<file path="config.mk">
export PLATFORM = sky130hd
export DESIGN_NAME = l1s_share_top
export DESIGN_NICKNAME = d
export VERILOG_FILES = /design/src/rtl/l1s_pkg.sv /design/src/rtl/l1s_share_decide.sv /design/src/rtl/l1s_way_cmp.sv /design/src/rtl/l1s_victim_sel.sv /design/src/rtl/l1s_tag_store.sv /design/src/rtl/l1s_share_top.sv
export SDC_FILE = /design/constraint.sdc
export NUM_CORES = 2
export LEC_CHECK = 0
export BUFFER_PORTS_ARGS = -buffer_cell sky130_fd_sc_hd__buf_2
export CAP_MARGIN = 20
export CORE_UTILIZATION = 63
export DETAILED_ROUTE_END_ITERATION = 10
export PLACE_DENSITY_LB_ADDON = 0.3
export RECOVER_POWER = 100
export SETUP_SLACK_MARGIN = 0.05
export SYNTH_ARGS = -nofsm -noshare
export SYNTH_HDL_FRONTEND = slang
export SYNTH_HIERARCHICAL = 1
export SYNTH_SLANG_ARGS = --single-unit
</file>
<file path="constraint.sdc">
create_clock -name clk -period 5.8 [get_ports clk]
set_input_delay 1.74 -clock clk [delete_from_list [all_inputs] [get_ports clk]]
set_output_delay 1.74 -clock clk [all_outputs]
set_load 0.01 [all_outputs]
</file>
<file path="src/rtl/l1s_pkg.sv">
package l1s_pkg;
  parameter int LTAG_W = 20;
  parameter int PTAG_W = 24;
  parameter int ROOT_W = 40;
  parameter int PGM_W  = 3;

  typedef struct packed {
    logic              valid;
    logic              thr;
    logic [LTAG_W-1:0] ltag;
    logic [PTAG_W-1:0] ptag;
  } line_t;

  typedef enum logic [1:0] {
    SH_COMMON = 2'd0,
    SH_SPLIT  = 2'd1,
    SH_FORCED = 2'd2
  } share_e;
endpackage

</file>
<file path="src/rtl/l1s_share_decide.sv">
module l1s_share_decide
  import l1s_pkg::*;
(
  input  logic              clk,
  input  logic              rst_n,
  input  logic              mode_i,
  input  logic [ROOT_W-1:0] root0_i,
  input  logic [PGM_W-1:0]  pgm0_i,
  input  logic [ROOT_W-1:0] root1_i,
  input  logic [PGM_W-1:0]  pgm1_i,
  output share_e            state_o,
  output logic              flush_o
);
  share_e nxt;
  share_e state_q;

  always_comb begin
    if (mode_i)
      nxt = SH_FORCED;
    else if ((root0_i == root1_i) && (pgm0_i == pgm1_i))
      nxt = SH_COMMON;
    else
      nxt = SH_SPLIT;
  end

  always_ff @(posedge clk or negedge rst_n) begin
    if (!rst_n) state_q <= SH_COMMON;
    else        state_q <= nxt;
  end

  assign state_o = state_q;
  assign flush_o = (nxt != state_q);

  AST_FORCED_WHEN_MODE: assert property (@(posedge clk) disable iff (!rst_n)
    (!flush_o && mode_i) |-> (state_o == SH_FORCED));
  AST_SPLIT_ON_DIFF: assert property (@(posedge clk) disable iff (!rst_n)
    (!flush_o && !mode_i && (root0_i != root1_i)) |-> (state_o == SH_SPLIT));
endmodule

</file>
<file path="src/rtl/l1s_way_cmp.sv">
module l1s_way_cmp
  import l1s_pkg::*;
(
  input  line_t             line_i,
  input  share_e            state_i,
  input  logic              thr_i,
  input  logic [LTAG_W-1:0] ltag_i,
  input  logic [PTAG_W-1:0] ptag_i,
  output logic              hit_o,
  output logic              conflict_o,
  output logic              alias_o
);
  logic lt_eq;
  logic pt_eq;
  logic thr_eq;

  always_comb begin
    lt_eq  = line_i.valid && (line_i.ltag == ltag_i);
    pt_eq  = (line_i.ptag == ptag_i);
    thr_eq = (line_i.thr == thr_i);
    hit_o  = lt_eq && pt_eq && ((state_i == SH_COMMON) || thr_eq);
    if (state_i == SH_FORCED)
      conflict_o = lt_eq && thr_eq && !pt_eq;
    else
      conflict_o = lt_eq && !hit_o;
    alias_o = lt_eq;
  end
endmodule

</file>
<file path="src/rtl/l1s_victim_sel.sv">
module l1s_victim_sel #(
  parameter int WAYS  = 4,
  localparam int WAY_W = $clog2(WAYS)
) (
  input  logic [WAYS-1:0]  conflict_i,
  input  logic [WAYS-1:0]  valid_i,
  input  logic [WAY_W-1:0] ptr_i,
  output logic [WAY_W-1:0] way_o,
  output logic             use_ptr_o
);
  always_comb begin
    logic found;
    found     = 1'b0;
    way_o     = ptr_i;
    use_ptr_o = 1'b1;
    for (int i = 0; i < WAYS; i++) begin
      if (!found && conflict_i[i]) begin
        found = 1'b1;
        way_o = WAY_W'(i);
      end
    end
    for (int i = 0; i < WAYS; i++) begin
      if (!found && !valid_i[i]) begin
        found = 1'b1;
        way_o = WAY_W'(i);
      end
    end
    if (found) use_ptr_o = 1'b0;
  end
endmodule

</file>
<file path="src/rtl/l1s_tag_store.sv">
module l1s_tag_store
  import l1s_pkg::*;
#(
  parameter int SETS  = 16,
  parameter int WAYS  = 4,
  localparam int SET_W = $clog2(SETS),
  localparam int WAY_W = $clog2(WAYS)
) (
  input  logic                  clk,
  input  logic                  rst_n,
  input  logic                  flush_i,
  input  logic [SET_W-1:0]      rd_set_i,
  output line_t [WAYS-1:0]      rd_lines_o,
  output logic [WAY_W-1:0]      rd_ptr_o,
  input  logic                  wr_en_i,
  input  logic [SET_W-1:0]      wr_set_i,
  input  logic [WAY_W-1:0]      wr_way_i,
  input  line_t                 wr_line_i,
  input  logic                  ptr_adv_i
);
  line_t [WAYS-1:0] mem   [SETS];
  logic [WAY_W-1:0] ptr_q [SETS];
  logic             any_valid;

  assign rd_lines_o = mem[rd_set_i];
  assign rd_ptr_o   = ptr_q[rd_set_i];

  always_ff @(posedge clk or negedge rst_n) begin
    if (!rst_n) begin
      for (int s = 0; s < SETS; s++) begin
        mem[s]   <= '0;
        ptr_q[s] <= '0;
      end
    end else if (flush_i) begin
      for (int s = 0; s < SETS; s++)
        for (int w = 0; w < WAYS; w++)
          mem[s][w].valid <= 1'b0;
    end else if (wr_en_i) begin
      mem[wr_set_i][wr_way_i] <= wr_line_i;
      if (ptr_adv_i) ptr_q[wr_set_i] <= ptr_q[wr_set_i] + 1'b1;
    end
  end

  always_comb begin
    any_valid = 1'b0;
    for (int s = 0; s < SETS; s++)
      for (int w = 0; w < WAYS; w++)
        any_valid = any_valid | mem[s][w].valid;
  end

  AST_FLUSH_EMPTY: assert property (@(posedge clk) disable iff (!rst_n)
    flush_i |=> !any_valid);
endmodule

</file>
<file path="src/rtl/l1s_share_top.sv">
module l1s_share_top
  import l1s_pkg::*;
#(
  parameter int SETS  = 16,
  parameter int WAYS  = 4,
  localparam int SET_W = $clog2(SETS),
  localparam int WAY_W = $clog2(WAYS)
) (
  input  logic              clk,
  input  logic              rst_n,
  input  logic              shared_mode_i,
  input  logic [ROOT_W-1:0] t0_root_i,
  input  logic [PGM_W-1:0]  t0_pgmode_i,
  input  logic [ROOT_W-1:0] t1_root_i,
  input  logic [PGM_W-1:0]  t1_pgmode_i,
  input  logic              req_valid,
  output logic              req_ready,
  input  logic              req_thread,
  input  logic [SET_W-1:0]  req_set,
  input  logic [LTAG_W-1:0] req_ltag,
  input  logic [PTAG_W-1:0] req_ptag,
  output logic              resp_valid,
  input  logic              resp_ready,
  output logic              resp_hit,
  output logic [WAY_W-1:0]  resp_way,
  output logic              resp_thrash,
  output logic              resp_evict,
  output logic              resp_ev_thread,
  output logic [LTAG_W-1:0] resp_ev_ltag,
  output logic [PTAG_W-1:0] resp_ev_ptag
);
  share_e           state;
  logic             flush;
  line_t [WAYS-1:0] rd_lines;
  logic [WAY_W-1:0] rd_ptr;
  logic [WAYS-1:0]  hit_vec, conf_vec, alias_vec, valid_vec;
  logic [WAY_W-1:0] fill_way, hit_way;
  logic             use_ptr, hit_any, accept, wr_en, thrash;
  line_t            victim, wr_line;

  l1s_share_decide u_decide (
    .clk(clk), .rst_n(rst_n), .mode_i(shared_mode_i),
    .root0_i(t0_root_i), .pgm0_i(t0_pgmode_i),
    .root1_i(t1_root_i), .pgm1_i(t1_pgmode_i),
    .state_o(state), .flush_o(flush)
  );

  l1s_tag_store #(.SETS(SETS), .WAYS(WAYS)) u_store (
    .clk(clk), .rst_n(rst_n), .flush_i(flush),
    .rd_set_i(req_set), .rd_lines_o(rd_lines), .rd_ptr_o(rd_ptr),
    .wr_en_i(wr_en), .wr_set_i(req_set), .wr_way_i(fill_way),
    .wr_line_i(wr_line), .ptr_adv_i(use_ptr)
  );

  for (genvar w = 0; w < WAYS; w++) begin : g_way
    l1s_way_cmp u_cmp (
      .line_i(rd_lines[w]), .state_i(state), .thr_i(req_thread),
      .ltag_i(req_ltag), .ptag_i(req_ptag),
      .hit_o(hit_vec[w]), .conflict_o(conf_vec[w]), .alias_o(alias_vec[w])
    );
    assign valid_vec[w] = rd_lines[w].valid;
  end

  l1s_victim_sel #(.WAYS(WAYS)) u_victim (
    .conflict_i(conf_vec), .valid_i(valid_vec), .ptr_i(rd_ptr),
    .way_o(fill_way), .use_ptr_o(use_ptr)
  );

  always_comb begin
    hit_way = '0;
    for (int i = 0; i < WAYS; i++)
      if (hit_vec[i]) hit_way = WAY_W'(i);
  end

  assign hit_any   = |hit_vec;
  assign req_ready = !flush && (!resp_valid || resp_ready);
  assign accept    = req_valid && req_ready;
  assign wr_en     = accept && !hit_any;
  assign victim    = rd_lines[fill_way];
  assign thrash    = (state == SH_FORCED) && (|conf_vec);

  always_comb begin
    wr_line       = '0;
    wr_line.valid = 1'b1;
    wr_line.thr   = req_thread;
    wr_line.ltag  = req_ltag;
    wr_line.ptag  = req_ptag;
  end

  always_ff @(posedge clk or negedge rst_n) begin
    if (!rst_n) begin
      resp_valid     <= 1'b0;
      resp_hit       <= 1'b0;
      resp_way       <= '0;
      resp_thrash    <= 1'b0;
      resp_evict     <= 1'b0;
      resp_ev_thread <= 1'b0;
      resp_ev_ltag   <= '0;
      resp_ev_ptag   <= '0;
    end else if (accept) begin
      resp_valid     <= 1'b1;
      resp_hit       <= hit_any;
      resp_way       <= hit_any ? hit_way : fill_way;
      resp_thrash    <= !hit_any && thrash;
      resp_evict     <= !hit_any && victim.valid;
      resp_ev_thread <= (!hit_any && victim.valid) ? victim.thr  : 1'b0;
      resp_ev_ltag   <= (!hit_any && victim.valid) ? victim.ltag : '0;
      resp_ev_ptag   <= (!hit_any && victim.valid) ? victim.ptag : '0;
    end else if (resp_ready) begin
      resp_valid     <= 1'b0;
    end
  end

  AST_HIT_ONEHOT: assert property (@(posedge clk) disable iff (!rst_n)
    accept |-> $onehot0(hit_vec));
  AST_NO_ALIAS: assert property (@(posedge clk) disable iff (!rst_n)
    (accept && (state != SH_FORCED)) |-> ($countones(alias_vec) <= 1));
  AST_RESP_HOLD: assert property (@(posedge clk) disable iff (!rst_n)
    (resp_valid && !resp_ready) |=> (resp_valid && $stable(resp_hit) && $stable(resp_way)
                                     && $stable(resp_evict)));
  AST_THRASH_EVICTS: assert property (@(posedge clk) disable iff (!rst_n)
    (resp_valid && resp_thrash) |-> (resp_evict && !resp_hit));
  AST_HIT_NO_EVICT: assert property (@(posedge clk) disable iff (!rst_n)
    (resp_valid && resp_hit) |-> !resp_evict);
endmodule

</file>
== After elaboration in Yosys (flattened, before gate mapping) ==
Index checks and enable logic that the tools add are counted.

* Register bits: 3029
* Logic and storage cells: 491
* Output and inout port bits: 52

* $lt $le $gt $ge: 4
* Add/subtract/negate cells: 1
* Muxes and demuxes: 112
* Equal/unequal tests: 16
* Bitwise gates (word level): 3
* Reduce and logical (&&, ||, !) cells: 74

{| class="wikitable"
|+ Operator list
! cell !! number
|-
| $bwmux W2944 || 1
|-
| $mux W2944 || 1
|-
| $bmux W184 S4 || 1
|-
| $demux W184 S4 || 1
|-
| $mux W184 || 3
|-
| $eq A24 B24 Y1 || 4
|-
| $bmux W46 S2 || 1
|-
| $demux W46 S2 || 1
|-
| $mux W46 || 2
|-
| $mux W1 || 81
|-
| $eq A20 B20 Y1 || 4
|-
| $eq A40 B40 Y1 || 1
|-
| $logic_and A1 B1 Y1 || 40
|-
| $bwmux W32 || 1
|-
| $mux W2 || 15
|-
| $mux W24 || 1
|-
| $logic_not A1 Y1 || 22
|-
| $mux W20 || 1
|-
| $bmux W2 S4 || 1
|-
| $demux W2 S4 || 1
|-
| $reduce_or A4 Y1 || 2
|-
| $ge A5 B5 Y1 const B || 1
|-
| $logic_or A1 B1 Y1 || 5
|-
| $lt A5 B1 Y1 const B || 1
|-
| other kinds (13) || 18
|}

== Logic depth before layout (Yosys ltp) ==
* Depth after elaboration: 42
* Mapped depth: 22

== Modules after synthesis ==
The synthesis kept the hierarchy.

{| class="wikitable"
|+ By module, submodules not included
! module !! cells an instance !! area an instance (um^2) !! instances !! sequential area each (um^2)
|-
| l1s_tag_store || 8315 || 134973.2 || 1 || 74471.4
|-
| l1s_share_top || 246 || 3542.1 || 1 || 1276.2
|-
| l1s_way_cmp || 66 || 526.8 || 4 || 0.0
|-
| l1s_share_decide || 64 || 548.0 || 1 || 50.0
|-
| l1s_victim_sel || 14 || 96.3 || 1 || 0.0
|}

== Worst setup path after synthesis ==
OpenSTA, ideal clock, no wires.

* Path type: input port to flip-flop
* Start: input req_set[0]
* End: register u_store/mem[2624] (netlist bit)
* Cell stages on the path: 18
* Data arrival time: 6612 ps
* Setup slack: -937 ps
* Required time: 5675 ps
* Buffers on the path: 5
* Cells stage by stage: buf_2 > buf_2 > buf_1 > mux4_2 > mux4_2 > xnor2_1 > nand4_1 > nor4_1 > a22oi_1 > o21ba_1 > o21bai_1 > a21oi_1 > o211a_1 > clkbuf_1 > nand3b_1 > nor3_2 > buf_6 > mux2_2

{| class="wikitable"
|+ RTL lines
! item !! RTL line !! text
|-
| start, declared || l1s_share_top.sv:19 || <nowiki>input logic [SET_W-1:0] req_set,</nowiki>
|-
| end signal, assigned by index || l1s_tag_store.sv:39 || <nowiki>mem[wr_set_i][wr_way_i] <= wr_line_i;</nowiki>
|-
| end, declared || l1s_tag_store.sv:21 || <nowiki>line_t [WAYS-1:0] mem [SETS];</nowiki>
|}

==> flow_summary.yaml <==
outcome:
  status: "finished with violations"
  violations: "max-capacitance violations, max-slew violations, negative setup slack"
finish:
  fin_util: 0.7593
  multi_input_area_mm2: 0.06347
  final_cell_mix: "dfrtp_1 (3,029), mux2_2 (2,592), mux4_2 (873)"
  seq_area_mm2: 0.07580
  drive_gt1_frac: 0.5816
  fill_cells: 12120
  syn2layout_area_growth_pct: 19.62
  final_common_cell: "dfrtp_1"
  fin_nets: 9831
  stdcell_count: 12911
cts:
  insertion_delay_ns: 0.99
  cts_max_level: 5
  holdBufCountCts: 0
  cts_tree: "yes"
  tritoncts.num_buffers: 322
  root_buffer: "clkbuf_16"
  cts_sinks: 3029
  clkTransAtPathRegs_ns: 0.06
  cts_buffer_depth: 4
worst_setup_path:
  crit_path_end: "u_store/mem[209]"
  worstSetupPathType: "in2reg"
  crit_path_end_kind: "flip-flop"
  reg2reg_to: "u_store/mem[1394]"
  cpMostUsedCell: "buf_12"
  startpoint: "req_set[1]"
  reg2reg_slack_ns: 0.73
  crit_chain: "buf_12 > buf_16 > buf_12 > buf_12 > buf_4 > mux4_2 > mux4_2 > xnor2_1 > nand4_1 > nor4_4 > a22oi_1 > o21ba_4 > nor2_4 > nand4_1 > o211a_4 > buf_6 > or3_4 > nor2_4 > buf_8 > buf_12 > mux2_2"
  r2r-start: "u_store/mem[2374]"
  crit_required_ns: 6.63
  critPathMaxStageDelay_ns: 0.57
  cp_slowest_cell: "mux4_2"
  crit_path_start_kind: "input port"
  crit_fanout: 18
  arrival_ns: 6.97
  reg2reg_depth: 20
power:
  p_leak_nw: 81.65
  ir_drop_uv: 253.6
  powerDensity_mw_per_mm2: 266.8
  power.total_mw: 45.07
detailed_routing:
  viasPerCell: 6.822
  wl_per_cell_um: 32.64
  first_pass_iters: 8
  postRouteAntennaNets: 0
  drc: 0
  vias: 88079
  wl_um: 421400
  first_iter_violations: 9703
placed_design:
  place_inst: 12086
  place_congestion: 0.9745
  dpl.hpwl_um: 241700
  place_ws_ns: -1.623
  io_buffers: 191
grt:
  overflow: 0
  grt_usage: 0.3583
  grt_pass1_vias: 91888
  grt_pass1_wl_um: 598100
  antenna_found_initial: 32
  grt_max_degree: 133
floorplanning:
  initial_core_util: 0.6348
  die_h_um: 475.5
  die_x_um: 475.5
  rows: 173
  core_mm2: 0.2225
  die_area_mm2: 0.2261
  pin_count: 192
sta:
  slew_violations: 427
  fin_skew_ns: 0.04967
  rsz0062_at_grt: "true"
  setup_viol: 2843
  hold_violations: 0
  fin_ws_ns: -0.3439
  relSlewSlack: -1.706
  period_share: 1.059
  fin_crit_ns: 6.144
  fmax_mhz: 162.8
  tightest_slew_ns: 4.059
  whs_ns: 0.4867
yosys:
  netlist_instances: 8899
  mappedNetlistNets: 9039
  yosys_warnings: 6
  syn_avg_cell_area_um2: 15.87
  syn_area_mm2: 0.1413
run:
  cap_violations: 5
hold_path:
  hold_start: "u_store/mem[763]"
  hold_class: "reg2reg"
-- area by class of cell --
cell class              count  share of cell area
flip-flops and latches   3029              0.4486
clock buffers             471             0.05620
repair buffers           1356             0.09199
multi-input cells        4978              0.3756
well taps                2975             0.02203
clock inverters            75            0.005139
inverters                   4          0.00008886
diodes                     23           0.0003406
-- flip-flops by register name, indices dropped and copies added, names as in the netlist --
name and flops:
resp_ev_thread 1, u_store/ptr_q 32, u_decide/state_o 2, resp_ev_ptag 24
u_store/mem 2944, resp_valid 1, resp_thrash 1, resp_hit 1
resp_evict 1, resp_way 2, resp_ev_ltag 20
-- what timing repair did --
item                        CTS  global route
pin swaps                    56            58
gates cloned                 32            59
resized for setup           295           340
setup endpoints to repair  3002          2948
buffers inserted            110            69
-- worst min-delay path by stage --
stage	end	depth (start not counted)
floorplan	u_store/mem[1487]	1
global placement	u_store/mem[1487]	1
detailed placement	resp_ev_ltag[18]	1
CTS	resp_ev_ltag[18]	1
global route	resp_ev_ltag[18]	1
finish	u_store/mem[763]	1
-- per-layer routing --
metal	track usage	routed length, um	up-vias
met1	0.4962	158800	47307
met2	0.5582	199400	4671
li1	-	-	34905
met4	0.1565	25240	0
met5	0	0	-
met3	0.07068	37940	1196
-- critical path: cells and delay by family --
kind                      cells  cell delay [ns]
buffers and inverters         8             1.36
muxes                         3             1.23
AOI/OAI and AO/OA             3             0.72
and+or+nand+nor               6             1.59
xor gates and xnor gates      1             0.23
-- where the power goes --
group          total (mW)  switching [mW]  internal [mW]
sequential           21.5           0.136           21.4
combinational        3.05            1.84           1.21
clock                20.5            8.43           12.1
-- per-stage QoR --
stage / cell area [um^2] / setup TNS (ns)
global placement: 152300 / -4179.50
global route: 169000 / -683.61
CTS: 166000 / -0.07916
finish: 169000 / -505.63
detailed placement: 152300 / -4180.11
floorplan: 142200 / -309.71
Power figures use the tool's default switching activity.
